[config.mk]
export PLATFORM = sky130hd
export DESIGN_NAME = irq_router
export DESIGN_NICKNAME = d
export VERILOG_FILES = /design/src/rtl/irq_router_pkg.sv /design/src/rtl/irq_pin_ctrl.sv /design/src/rtl/irq_arbiter.sv /design/src/rtl/irq_router.sv
export SDC_FILE = /design/constraint.sdc
export NUM_CORES = 1
export LEC_CHECK = 0
export ABC_AREA = 1
export ABC_CLOCK_PERIOD_IN_PS = 5400
export BUFFER_PORTS_ARGS = -buffer_cell sky130_fd_sc_hd__buf_2
export CORE_MARGIN = 8
export CORE_UTILIZATION = 45
export DETAILED_ROUTE_END_ITERATION = 7
export PLACE_DENSITY = 0.65
export SLEW_MARGIN = 0
export SYNTH_ARGS = -nofsm -noshare
export SYNTH_HDL_FRONTEND = slang
export SYNTH_SLANG_ARGS = --single-unit
[constraint.sdc]
create_clock -name clk -period 5.4 [get_ports clk]
set_input_delay 1.08 -clock clk [delete_from_list [all_inputs] [get_ports clk]]
set_output_delay 1.08 -clock clk [all_outputs]
set_load 0.05 [all_outputs]
[src/rtl/irq_router_pkg.sv]
package irq_router_pkg;

   localparam int WORD_W = 32;
   localparam int VEC_W  = 8;

   localparam logic [7:0] REG_ID   = 8'h00;
   localparam logic [7:0] REG_VER  = 8'h01;
   localparam logic [7:0] REG_ARB  = 8'h02;
   localparam logic [7:0] RTE_BASE = 8'h10;
   localparam int         RTE_SLOTS = 24;

   typedef struct packed {
      logic [7:0] dest;
      logic       mask;
      logic       trig;
      logic       pol;
      logic       dmode;
      logic [2:0] dlv;
      logic [7:0] vector;
   } rte_cfg_t;

   typedef struct packed {
      logic [7:0] dest;
      logic       dmode;
      logic [2:0] dlv;
      logic [7:0] vector;
   } irq_msg_t;

   localparam rte_cfg_t RTE_RESET = '{dest: 8'h00, mask: 1'b1, trig: 1'b0,
                                      pol: 1'b0, dmode: 1'b0, dlv: 3'd0,
                                      vector: 8'h00};

   function automatic logic [WORD_W-1:0] rte_lo_word(input rte_cfg_t c,
                                                     input logic stat,
                                                     input logic rem);
      logic [WORD_W-1:0] w;
      w        = '0;
      w[7:0]   = c.vector;
      w[10:8]  = c.dlv;
      w[11]    = c.dmode;
      w[12]    = stat;
      w[13]    = c.pol;
      w[14]    = rem;
      w[15]    = c.trig;
      w[16]    = c.mask;
      return w;
   endfunction

   function automatic irq_msg_t to_msg(input rte_cfg_t c);
      irq_msg_t m;
      m.dest   = c.dest;
      m.dmode  = c.dmode;
      m.dlv    = c.dlv;
      m.vector = c.vector;
      return m;
   endfunction

endpackage

[src/rtl/irq_pin_ctrl.sv]
module irq_pin_ctrl
   import irq_router_pkg::*;
(
   input  logic             clk,
   input  logic             rst_n,
   input  logic             pin_in,
   input  logic             wr_lo,
   input  logic             wr_hi,
   input  rte_cfg_t         wr_cfg,
   input  logic             eoi_valid,
   input  logic [VEC_W-1:0] eoi_vector,
   input  logic             accept,
   output rte_cfg_t         cfg,
   output logic             status,
   output logic             remote,
   output logic             eligible
);

   rte_cfg_t cfg_q;
   logic     pin_q;
   logic     pend_q;
   logic     remote_q;
   logic     act;
   logic     was_act;
   logic     edge_ok;
   logic     eoi_hit;

   assign act     = pin_in ^ cfg_q.pol;
   assign was_act = pin_q  ^ cfg_q.pol;
   assign edge_ok = act & ~was_act & ~cfg_q.mask & ~cfg_q.trig;
   assign eoi_hit = eoi_valid && (eoi_vector == cfg_q.vector);

   always_ff @(posedge clk) begin
      if (!rst_n) begin
         cfg_q <= RTE_RESET;
      end else begin
         if (wr_lo) begin
            cfg_q.vector <= wr_cfg.vector;
            cfg_q.dlv    <= wr_cfg.dlv;
            cfg_q.dmode  <= wr_cfg.dmode;
            cfg_q.pol    <= wr_cfg.pol;
            cfg_q.trig   <= wr_cfg.trig;
            cfg_q.mask   <= wr_cfg.mask;
         end
         if (wr_hi) begin
            cfg_q.dest <= wr_cfg.dest;
         end
      end
   end

   always_ff @(posedge clk) begin
      if (!rst_n) begin
         pin_q    <= 1'b0;
         pend_q   <= 1'b0;
         remote_q <= 1'b0;
      end else begin
         pin_q <= pin_in;
         if (cfg_q.trig)       pend_q <= 1'b0;
         else if (accept)      pend_q <= edge_ok;
         else if (edge_ok)     pend_q <= 1'b1;

         if (!cfg_q.trig)      remote_q <= 1'b0;
         else if (accept)      remote_q <= 1'b1;
         else if (eoi_hit)     remote_q <= 1'b0;
      end
   end

   assign cfg      = cfg_q;
   assign remote   = remote_q;
   assign status   = cfg_q.trig ? (act & ~remote_q) : pend_q;
   assign eligible = status & ~cfg_q.mask;

   assert_edge_latch_R5: assert property (@(posedge clk) disable iff (!rst_n)
      (edge_ok && !wr_lo) |=> status);

   assert_remote_hold_R6: assert property (@(posedge clk) disable iff (!rst_n)
      (remote_q && cfg_q.trig && !eoi_valid && !wr_lo) |=> remote_q);

   assert_remote_set_R6: assert property (@(posedge clk) disable iff (!rst_n)
      (accept && cfg_q.trig && !wr_lo) |=> remote_q);

endmodule

[src/rtl/irq_arbiter.sv]
module irq_arbiter
   import irq_router_pkg::*;
#(
   parameter int N = 4
)(
   input  logic              clk,
   input  logic              rst_n,
   input  logic [N-1:0]      elig,
   input  irq_msg_t [N-1:0]  cand,
   input  logic              msg_ready,
   output logic              msg_valid,
   output irq_msg_t          msg,
   output logic [N-1:0]      accept
);

   localparam int SEL_W = (N > 1) ? $clog2(N) : 1;

   logic             pick_any;
   logic [SEL_W-1:0] pick_idx;
   logic [SEL_W-1:0] sel_q;
   logic             valid_q;
   irq_msg_t         msg_q;

   generate
      if (N == 1) begin : g_single
         assign pick_any = elig[0];
         assign pick_idx = '0;
      end else begin : g_multi
         always_comb begin
            pick_any = 1'b0;
            pick_idx = '0;
            for (int i = N - 1; i >= 0; i--) begin
               if (elig[i]) begin
                  pick_any = 1'b1;
                  pick_idx = SEL_W'(i);
               end
            end
         end
      end
   endgenerate

   always_ff @(posedge clk) begin
      if (!rst_n) begin
         valid_q <= 1'b0;
         sel_q   <= '0;
         msg_q   <= '0;
      end else if (valid_q) begin
         if (msg_ready) valid_q <= 1'b0;
      end else if (pick_any) begin
         valid_q <= 1'b1;
         sel_q   <= pick_idx;
         msg_q   <= cand[pick_idx];
      end
   end

   generate
      for (genvar g = 0; g < N; g++) begin : g_acc
         assign accept[g] = valid_q & msg_ready & (sel_q == SEL_W'(g));
      end
   endgenerate

   assign msg_valid = valid_q;
   assign msg       = msg_q;

   assert_hold_R9: assert property (@(posedge clk) disable iff (!rst_n)
      (valid_q && !msg_ready) |=> (valid_q && $stable(msg_q)));

   assert_one_accept_R9: assert property (@(posedge clk) disable iff (!rst_n)
      $onehot0(accept));

   assert_progress_R9: assert property (@(posedge clk) disable iff (!rst_n)
      (!valid_q && (|elig)) |=> valid_q);

endmodule

[src/rtl/irq_router.sv]
module irq_router
   import irq_router_pkg::*;
#(
   parameter int         NUM_PINS = 4,
   parameter int         ADDR_W   = 8,
   parameter logic [7:0] VERSION  = 8'h11,
   parameter logic [3:0] ARB_ID   = 4'h3
)(
   input  logic                clk,
   input  logic                rst_n,
   input  logic                bus_wr,
   input  logic [ADDR_W-1:0]   bus_addr,
   input  logic [WORD_W-1:0]   bus_wdata,
   output logic [WORD_W-1:0]   bus_rdata,
   input  logic [NUM_PINS-1:0] irq_in,
   input  logic                eoi_valid,
   input  logic [VEC_W-1:0]    eoi_vector,
   output logic                msg_valid,
   input  logic                msg_ready,
   output logic [VEC_W-1:0]    msg_vector,
   output logic [2:0]          msg_dlv,
   output logic                msg_dmode,
   output logic [7:0]          msg_dest
);

   localparam logic [ADDR_W-1:0] OFS_IDX = ADDR_W'(8'h00);
   localparam logic [ADDR_W-1:0] OFS_WIN = ADDR_W'(8'h10);
   localparam logic [7:0]        MAX_IDX = 8'(NUM_PINS - 1);
   localparam logic [7:0]        RTE_END = 8'(16 + 2 * NUM_PINS);

   generate
      if (NUM_PINS < 1 || NUM_PINS > RTE_SLOTS) begin : g_bad_pins
         $error("irq_router: NUM_PINS must be within 1..24");
      end
      if (ADDR_W < 5) begin : g_bad_addr
         $error("irq_router: ADDR_W must be at least 5");
      end
   endgenerate

   logic [7:0]  idx_q;
   logic [3:0]  id_q;
   logic        sel_idx;
   logic        sel_win;
   logic        win_wr;
   logic        in_rte;
   logic [7:0]  rte_off;
   logic [6:0]  rte_pin;
   logic        rte_hi;
   rte_cfg_t    wr_cfg;
   logic        unused_wbits;

   rte_cfg_t [NUM_PINS-1:0] cfgs;
   irq_msg_t [NUM_PINS-1:0] cands;
   logic [NUM_PINS-1:0]     stat;
   logic [NUM_PINS-1:0]     rem;
   logic [NUM_PINS-1:0]     elig;
   logic [NUM_PINS-1:0]     acc;
   logic [NUM_PINS-1:0]     wr_lo;
   logic [NUM_PINS-1:0]     wr_hi;
   irq_msg_t                msg;
   logic [WORD_W-1:0]       win_data;

   assign sel_idx = (bus_addr == OFS_IDX);
   assign sel_win = (bus_addr == OFS_WIN);
   assign win_wr  = bus_wr & sel_win;

   assign in_rte  = (idx_q >= RTE_BASE) && (idx_q < RTE_END);
   assign rte_off = idx_q - RTE_BASE;
   assign rte_pin = rte_off[7:1];
   assign rte_hi  = idx_q[0];

   assign wr_cfg.vector = bus_wdata[7:0];
   assign wr_cfg.dlv    = bus_wdata[10:8];
   assign wr_cfg.dmode  = bus_wdata[11];
   assign wr_cfg.pol    = bus_wdata[13];
   assign wr_cfg.trig   = bus_wdata[15];
   assign wr_cfg.mask   = bus_wdata[16];
   assign wr_cfg.dest   = bus_wdata[31:24];
   assign unused_wbits  = ^{bus_wdata[23:17], bus_wdata[14], bus_wdata[12]};

   always_ff @(posedge clk) begin
      if (!rst_n) begin
         idx_q <= '0;
         id_q  <= '0;
      end else begin
         if (bus_wr && sel_idx) idx_q <= bus_wdata[7:0];
         if (win_wr && idx_q == REG_ID) id_q <= bus_wdata[27:24];
      end
   end

   generate
      for (genvar g = 0; g < NUM_PINS; g++) begin : g_pin
         assign wr_lo[g] = win_wr & in_rte & (rte_pin == 7'(g)) & ~rte_hi;
         assign wr_hi[g] = win_wr & in_rte & (rte_pin == 7'(g)) &  rte_hi;
         assign cands[g] = to_msg(cfgs[g]);

         irq_pin_ctrl u_pin (
            .clk        (clk),
            .rst_n      (rst_n),
            .pin_in     (irq_in[g]),
            .wr_lo      (wr_lo[g]),
            .wr_hi      (wr_hi[g]),
            .wr_cfg     (wr_cfg),
            .eoi_valid  (eoi_valid),
            .eoi_vector (eoi_vector),
            .accept     (acc[g]),
            .cfg        (cfgs[g]),
            .status     (stat[g]),
            .remote     (rem[g]),
            .eligible   (elig[g])
         );
      end
   endgenerate

   irq_arbiter #(.N(NUM_PINS)) u_arb (
      .clk       (clk),
      .rst_n     (rst_n),
      .elig      (elig),
      .cand      (cands),
      .msg_ready (msg_ready),
      .msg_valid (msg_valid),
      .msg       (msg),
      .accept    (acc)
   );

   assign msg_vector = msg.vector;
   assign msg_dlv    = msg.dlv;
   assign msg_dmode  = msg.dmode;
   assign msg_dest   = msg.dest;

   always_comb begin
      win_data = '0;
      case (idx_q)
         REG_ID:  win_data[27:24] = id_q;
         REG_VER: begin
            win_data[7:0]   = VERSION;
            win_data[23:16] = MAX_IDX;
         end
         REG_ARB: win_data[27:24] = ARB_ID;
         default: begin
            for (int i = 0; i < NUM_PINS; i++) begin
               if (in_rte && rte_pin == 7'(i)) begin
                  if (rte_hi) win_data[31:24] = cfgs[i].dest;
                  else        win_data = rte_lo_word(cfgs[i], stat[i], rem[i]);
               end
            end
         end
      endcase
   end

   always_comb begin
      if (sel_idx)      bus_rdata = {24'h0, idx_q};
      else if (sel_win) bus_rdata = win_data;
      else              bus_rdata = '0;
   end

   assert_idx_read_R1: assert property (@(posedge clk) disable iff (!rst_n)
      sel_idx |-> (bus_rdata[31:8] == '0));

   assert_id_reserved_R2: assert property (@(posedge clk) disable iff (!rst_n)
      (sel_win && idx_q == REG_ID) |-> (bus_rdata[23:0] == '0 && bus_rdata[31:28] == '0));

   assert_unimpl_zero_R4: assert property (@(posedge clk) disable iff (!rst_n)
      (sel_win && idx_q > REG_ARB && !in_rte) |-> (bus_rdata == '0));

endmodule

# Yosys cells after proc, flatten, opt, wreduce, memory -nomap -nowiden
# Cells that the tools add are included.
totals:
  n_memories: 0
  input_bits: 57
  romBits: 0
  mem_bits_rw: 0
  latch_bits: 0
  regBits: 139
op_classes:
  n_addsub: 1
  div_mod_pow: 0
  bitwise_logic: 66
  n_eq_ne: 13
  shifts: 0
  magnitude_cmp: 3
  n_mux: 53
  multipliers: 0
  reduce_logical: 34
ops:
  columns: ["cell", "n"]
  rows:
  - ["32-bit two-way mux", 7]
  - ["24-bit two-way mux", 3]
  - ["20-bit binary-select mux with 2-bit select", 1]
  - ["8-bit two-way mux", 5]
  - ["1-bit bitwise AND", 39]
  - ["8-bit == test", 4]
  - ["8-bit one-hot mux with 2 select lines", 2]
  - ["1-bit two-way mux", 27]
  - ["20-bit two-way mux", 1]
  - ["1-bit NOT", 19]
  - ["17-bit two-way mux", 1]
  - ["8-bit logical NOT", 2]
  - ["2-bit nonzero test", 8]
  - ["7-bit by 2-bit == test with 1-bit output, second input constant", 2]
  - ["4-bit one-hot mux with 3 select lines", 1]
  - ["1-bit logical AND", 11]
  - ["2-bit AND reduction", 5]
  - ["2-bit OR reduction", 5]
  - ["8-bit by 1-bit == test with 1-bit output, second input constant", 1]
  - ["8-bit by 2-bit == test with 1-bit output, second input constant", 1]
  - ["8-bit by 5-bit == test with 1-bit output, second input constant", 1]
  - ["8-bit by 5-bit >= comparator with 1-bit output, second input constant", 1]
  - ["8-bit by 5-bit less-than comparator with 1-bit output, second input constant", 1]
  - ["2-bit two-way mux", 4]
  - ["other kinds (10)", 18]

# Logic depth before layout (Yosys ltp)
# Gate-level depths: netlist (run 1).
depth:
  word_depth: 15
  ltp_mapped: 15
  ltp_nobuf: 15

# Cells and area by module
# Synthesis (run 1) repeated with hierarchy kept, for this count alone.
hier_totals:
  cells_unflattened: 1361
  area_unflattened_um2: 8298.0
modules_own_cells:
  columns: ["mod", "instances", "cells_each", "seq_area_each_um2", "area_each_um2"]
  rows:
  - ["irq_pin_ctrl", 4, 151, 520.5, 1072.3]
  - ["irq_router", 1, 383, 240.2, 2045.7]
  - ["irq_arbiter", 1, 374, 460.4, 1963.1]

# Least setup slack after synthesis (run 1)
# OpenSTA, ideal clock, no wires.
synth_timing:
  path_type: "input-to-output"
  start: "input bus_addr[3]"
  end: "output bus_rdata[1]"
  path_stages: 9
  path_slack_ps: 1267
  t_arrival_ps: 3053
  n_path_buf: 0
  path_cell_list: "nor2_1 -> nand2_1 -> inv_1 -> nand4_1 -> nor2_1 -> nand2_1 -> inv_1 -> o21ai_0 -> o21ai_0"
synth_via:
  elab_chain_cells: 3
synth_lines:
  columns: ["element", "line_no", "text"]
  rows:
  - ["from (decl)", "irq_router.sv:12", "input logic [ADDR_W-1:0] bus_addr,"]
  - ["8-bit by 5-bit == test with 1-bit output", "irq_router.sv:64", "assign sel_win = (bus_addr == OFS_WIN);"]
  - ["32-bit two-way mux", "irq_router.sv:153", "else if (sel_win) bus_rdata = win_data;"]
  - ["32-bit two-way mux (*)", "irq_router.sv:152", "if (sel_idx) bus_rdata = {24'h0, idx_q};"]
  - ["to (decl)", "irq_router.sv:14", "output logic [WORD_W-1:0] bus_rdata,"]
# Every way passes the cells marked *; elsewhere a longest branch is shown, timed or not.

# Final worst setup path (run 1)
layout_timing:
  start: "register idx_q[0]"
  end: "output bus_rdata[2]"
layout_via:
  elab_chain_cells: 14
layout_lines:
  columns: ["element", "line_no", "text"]
  rows:
  - ["from (decl)", "irq_router.sv:40", "logic [7:0] idx_q;"]
  - ["from (signal assigned)", "irq_router.sv:86", "if (bus_wr && sel_idx) idx_q <= bus_wdata[7:0];"]
  - ["8-bit by 5-bit subtractor with 8-bit output, or another cell as far along", "irq_router.sv:68", "assign rte_off = idx_q - RTE_BASE;"]
  - ["7-bit logical NOT or 1-bit logical AND (tied branches)", "irq_router.sv:142, irq_router.sv:67", null]
  - ["1-bit logical AND", "irq_router.sv:142", "if (in_rte && rte_pin == 7'(i)) begin"]
  - ["32-bit two-way mux", "irq_router.sv:142", null]
  - ["32-bit two-way mux", "irq_router.sv:133", "case (idx_q)"]
  - ["24-bit two-way mux", "irq_router.sv:143", "if (rte_hi) win_data[31:24] = cfgs[i].dest;"]
  - ["32-bit two-way mux", "irq_router.sv:142", null]
  - ["24-bit two-way mux", "irq_router.sv:143", null]
  - ["32-bit two-way mux", "irq_router.sv:142", null]
  - ["24-bit two-way mux", "irq_router.sv:143", null]
  - ["32-bit two-way mux", "irq_router.sv:142", null]
  - ["8-bit one-hot mux with 2 select lines (*)", "irq_router.sv:133", null]
  - ["32-bit two-way mux (*)", "irq_router.sv:153", null]
  - ["32-bit two-way mux (*)", "irq_router.sv:152", null]
# Every way passes the cells marked *; elsewhere a longest branch is shown, timed or not. The select of a mux whose other input is x is not followed.

==> results of run 1 <==
[stage by stage]
stage | hold slack [ps] | cells | util (%) | cell area (µm²)
global placement | 447.5 | 1463 | 48.63 | 8294
detailed placement | 453.5 | 1463 | 48.63 | 8294
CTS | 463.5 | 1493 | 51.88 | 8848
floorplan | 430.0 | 1203 | - | 7780
global route | 488.3 | 1493 | 51.88 | 8848
finish | 460.1 | 1493 | 51.88 | 8848
[worst min-delay path, delay by kind of cell (launching register included)]
family                 cells  cell delay, ps
buffers and inverters      1              60
flip-flops                 1             290
AO/OA/AOI/OAI              1              60
[final timing paths]
path	slack (ps)	to	depth (start not counted)	start
max	750	bus_rdata[2]	11	idx_q[0]$_SDFFE_PN0P_
min	460	id_q[0]$_SDFFE_PN0P_	2	id_q[0]$_SDFFE_PN0P_
max reg2reg	2130	u_arb.msg[2]$_SDFFE_PN0P_	12	g_pin[0].u_pin.cfg[13]$_SDFFE_PN0P_
min reg2reg	460	id_q[0]$_SDFFE_PN0P_	2	id_q[0]$_SDFFE_PN0P_
[cells by family (layout without fill, tap and decap cells)]
family          after synthesis  after routing  synth area share [%]
compound gates              313            313                 21.99
xor+xnor                     16             16                 1.806
fa+ha+maj                     3              3                0.4837
buf+inv                     244            309                 12.72
flops                       139            139                 35.85
other cells                   1              6               0.04832
simple gates                482            482                 27.10
[layout by cell type (no fill, tap or decap), types with 2 or more instances in the layout]
cell and instances:
sky130_fd_sc_hd__nor2_2 6, sky130_fd_sc_hd__buf_2 94, sky130_fd_sc_hd__conb_1 6, sky130_fd_sc_hd__a21oi_4 2
sky130_fd_sc_hd__nand3_2 2, sky130_fd_sc_hd__buf_4 12, sky130_fd_sc_hd__nor2_1 117, sky130_fd_sc_hd__inv_2 8
sky130_fd_sc_hd__nand2_2 3, sky130_fd_sc_hd__clkinv_2 4, sky130_fd_sc_hd__xnor2_1 5, sky130_fd_sc_hd__clkbuf_1 2
sky130_fd_sc_hd__ha_1 3, sky130_fd_sc_hd__a211oi_1 17, sky130_fd_sc_hd__inv_1 165, sky130_fd_sc_hd__clkbuf_8 4
sky130_fd_sc_hd__o21ai_1 20, sky130_fd_sc_hd__o21ai_0 122, sky130_fd_sc_hd__nand2_1 181, sky130_fd_sc_hd__nor4_2 2
sky130_fd_sc_hd__dfxtp_1 139, sky130_fd_sc_hd__nor2_4 3, sky130_fd_sc_hd__nand3_1 135, sky130_fd_sc_hd__nor3_1 27
sky130_fd_sc_hd__o21a_1 2, sky130_fd_sc_hd__o211ai_1 10, sky130_fd_sc_hd__clkbuf_16 17, sky130_fd_sc_hd__xor2_1 11
sky130_fd_sc_hd__o22ai_1 10, sky130_fd_sc_hd__o2111ai_1 5, sky130_fd_sc_hd__a21oi_1 118, sky130_fd_sc_hd__nand4_1 3
sky130_fd_sc_hd__a31oi_1 3, sky130_fd_sc_hd__nand3b_1 3
[per-layer routing]
layer | global-route usage, % | wire, µm | vias up
met5 | 0 | 0 | -
met4 | 10.20 | 609 | 0
met3 | 4.829 | 2264 | 54
met2 | 38.62 | 12220 | 384
met1 | 30.60 | 11230 | 3757
li1 | - | - | 4059
[state kept, by name (all words and copies together), names as in the netlist]
register            count
g_pin.u_pin.pend_q      4
g_pin.u_pin.cfg        92
u_arb.sel_q             2
id_q                    4
u_arb.msg              20
g_pin.u_pin.remote      4
idx_q                   8
u_arb.msg_valid         1
g_pin.u_pin.pin_q       4
[power by group]
| group | switching (W) | internal, W | total [W] |
|---|---|---|---|
| Clock | 0.000443 | 0.000674 | 0.00112 |
| Sequential | 0.000000907 | 0.00103 | 0.00103 |
| Combinational | 0.0000658 | 0.0000264 | 0.0000921 |
[cell type report]
class                      instances  area, µm²
clock inverter                     7      66.31
timing repair buffer             106      560.5
multi-input combinational        820       4020
clock buffer                      23      488.0
inverter                         173      649.4
sequential                       139       2783
fill                            1816       8208
tap                              225      281.5
==> metrics.md, run 1 <==
| Metric | Value |
|---|---|
| DR WL/cell | `about 18 µm` |
| Clock root buffer master | `sky130_fd_sc_hd__clkbuf_16` |
| Predominant post-synthesis flop cell | `sky130_fd_sc_hd__dfxtp_1` |
| Clock tree from TritonCTS | `yes` |
| Setup CP Type | `reg -> out` |
| Floorplan die height | `about 150 µm` |
| Placement-stage worst setup slack | `about 1000 ps` |
| Clock latency at the later pin of the worst-skew pair | `roughly 430 ps` |
| Largest net degree at the start of global routing | `95` |
| RSZ-0062 raised after global routing | `no` |
| Count of buffer and inverter cells on the critical path | `2` |
| Most used standard cell by instance count after synthesis | `sky130_fd_sc_hd__nand2_1` |
| Crit path DAT | `between 3000 and 4000 ps` |
| Via density | `5.528` |
| Total number of H-tree levels | `4` |
| ANT nets after route | `0` |
| Maximum operating frequency | `between 200 and 250 MHz` |
| Final weighted congestion in routability-driven placement | `~0.9` |
| Slack of the critical path | `~750 ps` |
| Max rail drop VDD | `~0.00024 V` |
| Crit-path most repeated cell | `sky130_fd_sc_hd__nor2_1` |
| Number of hold violations in the final report | `0` |
| Final layout net count | `around 1,300` |
| GR Overflow Total | `0` |
| Wire length of the first global-routing pass | `slightly above 40 mm` |
| CTS resizes | `0` |
| Synthesized instance count | `between 1,000 and 1,500` |
| Async set-reset flop share out of synthesis | `0%` |
| Final Total Pwr | `between 0.002 and 0.0025 W` |
| Number of CTS-inserted buffers | `17` |
| Number of DRC markers in iteration 0 | `766` |
| Total Neg Setup Slack | `0 ps` |
| Sequential fraction of the synthesis area | `a little over a third` |
| Max FO, Critical Path | `22` |
| Maximum count of clock buffers along a single path | `2` |
| Max-Slew Margin vs Limit | `32.62%` |
| Total of buffers placed on input and output ports | `94` |
| Routed vias | `8,254` |
| Largest delay share family, worst path | `simple AND/OR/NAND/NOR gates` |
| Final Max Slew Viols | `0` |
| Class of the tightest hold or removal check | `reg -> reg` |
| Overall routing resource usage | `a little under a quarter` |
| Effective utilization at floorplan | `approximately 46%` |
| Synth top cells by count | `sky130_fd_sc_hd__nand2_1 (181), sky130_fd_sc_hd__inv_1 (165), sky130_fd_sc_hd__dfxtp_1 (139)` |
| Number of iterations in the first detailed-routing pass | `6` |
| Sort of element at the end of the critical path | `output port` |
| Number of buffers added for setup after CTS | `0` |
| Final HPWL DP | `17.92 mm` |
| Max-capacitance violation count | `0` |
| Placeable Area | `around 0.017 mm²` |
| Static Leakage | `approximately 3.8 nW` |
| Count of state elements after synthesis | `139` |
| Antenna diodes | `0` |
| Layout cell share with drive strength beyond 1 | `between 10% and 20%` |
| Syn. warnings | `0` |
| Antenna violations before repair | `0` |
| Final routed wirelength across all metal layers | `between 20 and 30 mm` |
| Synth-to-layout area growth | `14.01%` |
| Via count of the first global-routing pass | `between 7,000 and 8,000` |
| Area share of the leading cell type in the synthesized netlist | `between 30% and 40%` |
| Slowest library cell on the worst path | `sky130_fd_sc_hd__nand2_1` |
| Hold Buf Count CTS | `0` |
| Avg Inst Size Synth | `6.478 µm²` |
| Reg clk slew, reported paths | `60 ps` |
| Pwr per Cell Area | `roughly 250 mW/mm²` |
| Required time worst endpoint | `between 4000 and 5000 ps` |
| Detailed-route DRC error count | `0` |
| Synth unique cells | `37` |
| Maximum single-stage delay on the critical path | `740 ps` |
| Worst clock skew on the final layout | `6.089 ps` |
| Number of sinks driven by the clock tree | `about 140` |
| Area of the die | `0.02171 mm²` |
| Number of flops mapped to enable cells by yosys | `0` |
| Category of the worst setup path launch point | `register` |
| Period utilisation layout | `between 80% and 90%` |
| Leading post-synthesis cells by cell area | `sky130_fd_sc_hd__dfxtp_1 (36%), sky130_fd_sc_hd__nand2_1 (8.8%), sky130_fd_sc_hd__nand3_1 (8.7%)` |
| Width of the die | `roughly 150 µm` |
| Post-synthesis instance area | `0.007761 mm²` |
| Number of top-level pins | `110` |
| Clock period minus worst slack | `roughly 4700 ps` |
| Placement row count | `48` |
| Result of the run | `finished clean` |
| Setup Viol. Count Final | `0` |
| Cell type with the largest total area after synthesis | `sky130_fd_sc_hd__dfxtp_1` |
| Sequence of cells on the critical path | `inv_1 > nand3_2 > nand2_1 > nand3_1 > nor2_1 > nand2_1 > o21ai_0 > nor2_1 > nor2_1 > o21ai_0 > buf_2` |
| Worst Max-Slew Pin Slew | `a little over 1000 ps` |
(Power assumes the default switching activity.)
==> run 2, diff against run 1 <==
Settings changed: CORE_UTILIZATION 45 to 62, PLACE_DENSITY 0.65 to 0.85.
==> metrics.md, run 2 (synthesis gave the netlist of run 1 again) <==
| Metric | Value |
|---|---|
| Result of the run | `finished clean` |
| Number of hold violations in the final report | `0 (unchanged)` |
| Placeable Area | `0.01241 mm² (-27%)` |
| Number of DRC markers in iteration 0 | `1,226 (+60%)` |
| Setup CP Type | `reg -> out` |
| Effective utilization at floorplan | `62.52% (+17 points)` |
| Area of the die | `0.01635 mm² (-25%)` |
| Floorplan die height | `127.9 µm (-13%)` |
| Final Total Pwr | `0.002162 W (-3.4%)` |
| Number of sinks driven by the clock tree | `139 (unchanged)` |
| Worst clock skew on the final layout | `9.287 ps (+3.198 ps)` |
| Pwr per Cell Area | `247.6 mW/mm² (-2.1%)` |
| Routed vias | `8,606 (+4.3%)` |
| Slack of the critical path | `749.8 ps (+0.05700 ps)` |
| Placement row count | `41 (-15%)` |
| Final HPWL DP | `16.56 mm (-7.5%)` |
| Final weighted congestion in routability-driven placement | `0.9821 (+9.0%)` |
| Static Leakage | `3.816 nW (-0.81%)` |
| Clock latency at the later pin of the worst-skew pair | `430 ps (about the same)` |
| Number of CTS-inserted buffers | `17 (unchanged)` |
| Clock tree from TritonCTS | `yes` |
| Clock period minus worst slack | `4650 ps (-0.05700 ps)` |
| Crit path DAT | `3570 ps (about the same)` |
| Number of filler instances in the final layout | `1,116 (-39%)` |
| Reg clk slew, reported paths | `60 ps (about the same)` |
| Category of the worst setup path launch point | `register` |
| Clock root buffer master | `sky130_fd_sc_hd__clkbuf_16` |
| ANT nets after route | `0 (unchanged)` |
| Worst Max-Slew Pin Slew | `1048 ps (+39.55 ps)` |
| Final routed wirelength across all metal layers | `25.06 mm (-4.8%)` |
| Maximum count of clock buffers along a single path | `2 (unchanged)` |
| Via density | `5.993 (+8.4%)` |
| Antenna diodes | `0 (unchanged)` |
| Layout cell share with drive strength beyond 1 | `12.18% (-0.43 points)` |
| Number of top-level pins | `110 (unchanged)` |
| DR WL/cell | `17.45 µm (-1.0%)` |
| Antenna violations before repair | `0 (unchanged)` |
| Most common cell after layout, fill and taps aside | `sky130_fd_sc_hd__nand2_1` |
| Max FO, Critical Path | `23 (+4.5%)` |
| Largest net degree at the start of global routing | `96 (+1.1%)` |
| Total Neg Setup Slack | `0 ps (unchanged)` |
| Number of iterations in the first detailed-routing pass | `6 (unchanged)` |
| Detailed-route DRC error count | `0 (unchanged)` |
| Final layout net count | `1,317 (unchanged)` |
| CTS resizes | `0 (unchanged)` |
| Class of the tightest hold or removal check | `reg -> reg` |
| Period utilisation layout | `86.11% (about the same)` |
| Overall routing resource usage | `30.66% (+6.7 points)` |
| Final Max Slew Viols | `0 (unchanged)` |
| Number of buffers added for setup after CTS | `0 (unchanged)` |
| GR Overflow Total | `0 (unchanged)` |
| Area used by multi-input combinational logic | `0.004020 mm² (unchanged)` |
| Required time worst endpoint | `4320 ps (about the same)` |
| Total of buffers placed on input and output ports | `94 (unchanged)` |
| Commonest cells after routing, fill and taps aside | `sky130_fd_sc_hd__nand2_1 (181), sky130_fd_sc_hd__inv_1 (165), sky130_fd_sc_hd__dfxtp_1 (139), sky130_fd_sc_hd__nand3_1 (135), sky130_fd_sc_hd__o21ai_0 (122)` |
| Placement-stage worst setup slack | `1135 ps (+84.85 ps)` |
| Maximum operating frequency | `215.0 MHz (about the same)` |
| Max-Slew Margin vs Limit | `29.99% (-2.6 points)` |
| Total number of H-tree levels | `4 (unchanged)` |
| Wire length of the first global-routing pass | `39.84 mm (-3.9%)` |
| Number of flip-flops under the largest register name | `92 (unchanged)` |
| Setup Viol. Count Final | `0 (unchanged)` |
| Max rail drop VDD | `0.0002359 V (-0.44%)` |
| Width of the die | `127.9 µm (-13%)` |
| Hold Buf Count CTS | `0 (unchanged)` |
| RSZ-0062 raised after global routing | `no` |
| Via count of the first global-routing pass | `7,860 (+3.8%)` |
| Area occupied by registers | `0.002783 mm² (unchanged)` |
| Sort of element at the end of the critical path | `output port` |
| Synth-to-layout area growth | `12.48%` |
| Max-capacitance violation count | `0 (unchanged)` |
==> run 2: cell count changes in the layout (fill, tap and decap cells not counted), sizes merged <==
cell    delta
clkinv     -3
clkbuf     -1
==> run 2: worst max-delay path, stage by stage, from the launching register on <==
cell	delay (ps)
sky130_fd_sc_hd__dfxtp_1	450
sky130_fd_sc_hd__inv_1	450
sky130_fd_sc_hd__nand3_2	190
sky130_fd_sc_hd__a21oi_4	300
sky130_fd_sc_hd__nand2_2	130
sky130_fd_sc_hd__nor2_4	560
sky130_fd_sc_hd__inv_2	290
sky130_fd_sc_hd__o21ai_1	190
sky130_fd_sc_hd__nand2_1	80
sky130_fd_sc_hd__nand3b_1	80
sky130_fd_sc_hd__nand2_1	80
sky130_fd_sc_hd__inv_1	70
sky130_fd_sc_hd__buf_2	250
==> run 2: path summary, 6_finish.rpt <==
path                         start                                  to  slack [ps]  cells past startpoint
max          idx_q[0]$_SDFFE_PN0P_                       bus_rdata[16]         750                     12
min           id_q[1]$_SDFFE_PN0P_                id_q[1]$_SDFFE_PN0P_         460                      2
max reg2reg  idx_q[0]$_SDFFE_PN0P_  g_pin[0].u_pin.cfg[8]$_SDFFE_PN0P_        2180                     10
min reg2reg   id_q[1]$_SDFFE_PN0P_                id_q[1]$_SDFFE_PN0P_         460                      2
==> run 2: per-stage QoR <==
stage | area, µm² | hold slack, ps | utilization, % | cells
final | 8730 | 455.4 | 70.32 | 1436
after global routing | 8730 | 483.7 | 70.32 | 1436
after CTS | 8730 | 458.2 | 70.32 | 1436
after detailed placement | 8228 | 449.3 | 66.28 | 1410
after global placement | 8228 | 446.9 | 66.28 | 1410
after floorplan | 7780 | 430.0 | - | 1203
==> run 2: layout make-up <==
type / count / share of cell area, %
clock buffer: 22 / 5.203
clock inverter: 4 / 0.5446
tap: 172 / 2.465
sequential: 139 / 31.88
multi-input combinational: 820 / 46.05
timing repair buffer: 106 / 6.421
inverter: 173 / 7.439
==> run 2: per-layer routing <==
metal	routed length (µm)	vias up	share of wire, %	track usage [%]
li1	-	4054	-	-
met1	10040	3886	40	38.19
met2	11220	563	45	47.14
met3	2625	103	10	7.612
met4	1177	0	4.7	18.04
met5	0	-	0	0
==> run 2: report_power, final <==
group | total, W | switching [W] | internal [W] | leakage [nW]
combinational | 0.0000923 | 0.0000659 | 0.0000264 | 2.45
sequential | 0.00103 | 0.00000102 | 0.00103 | 1.12
clock | 0.00104 | 0.000414 | 0.000626 | 0.244
total | 0.00216 | 0.000481 | 0.00168 | 3.82
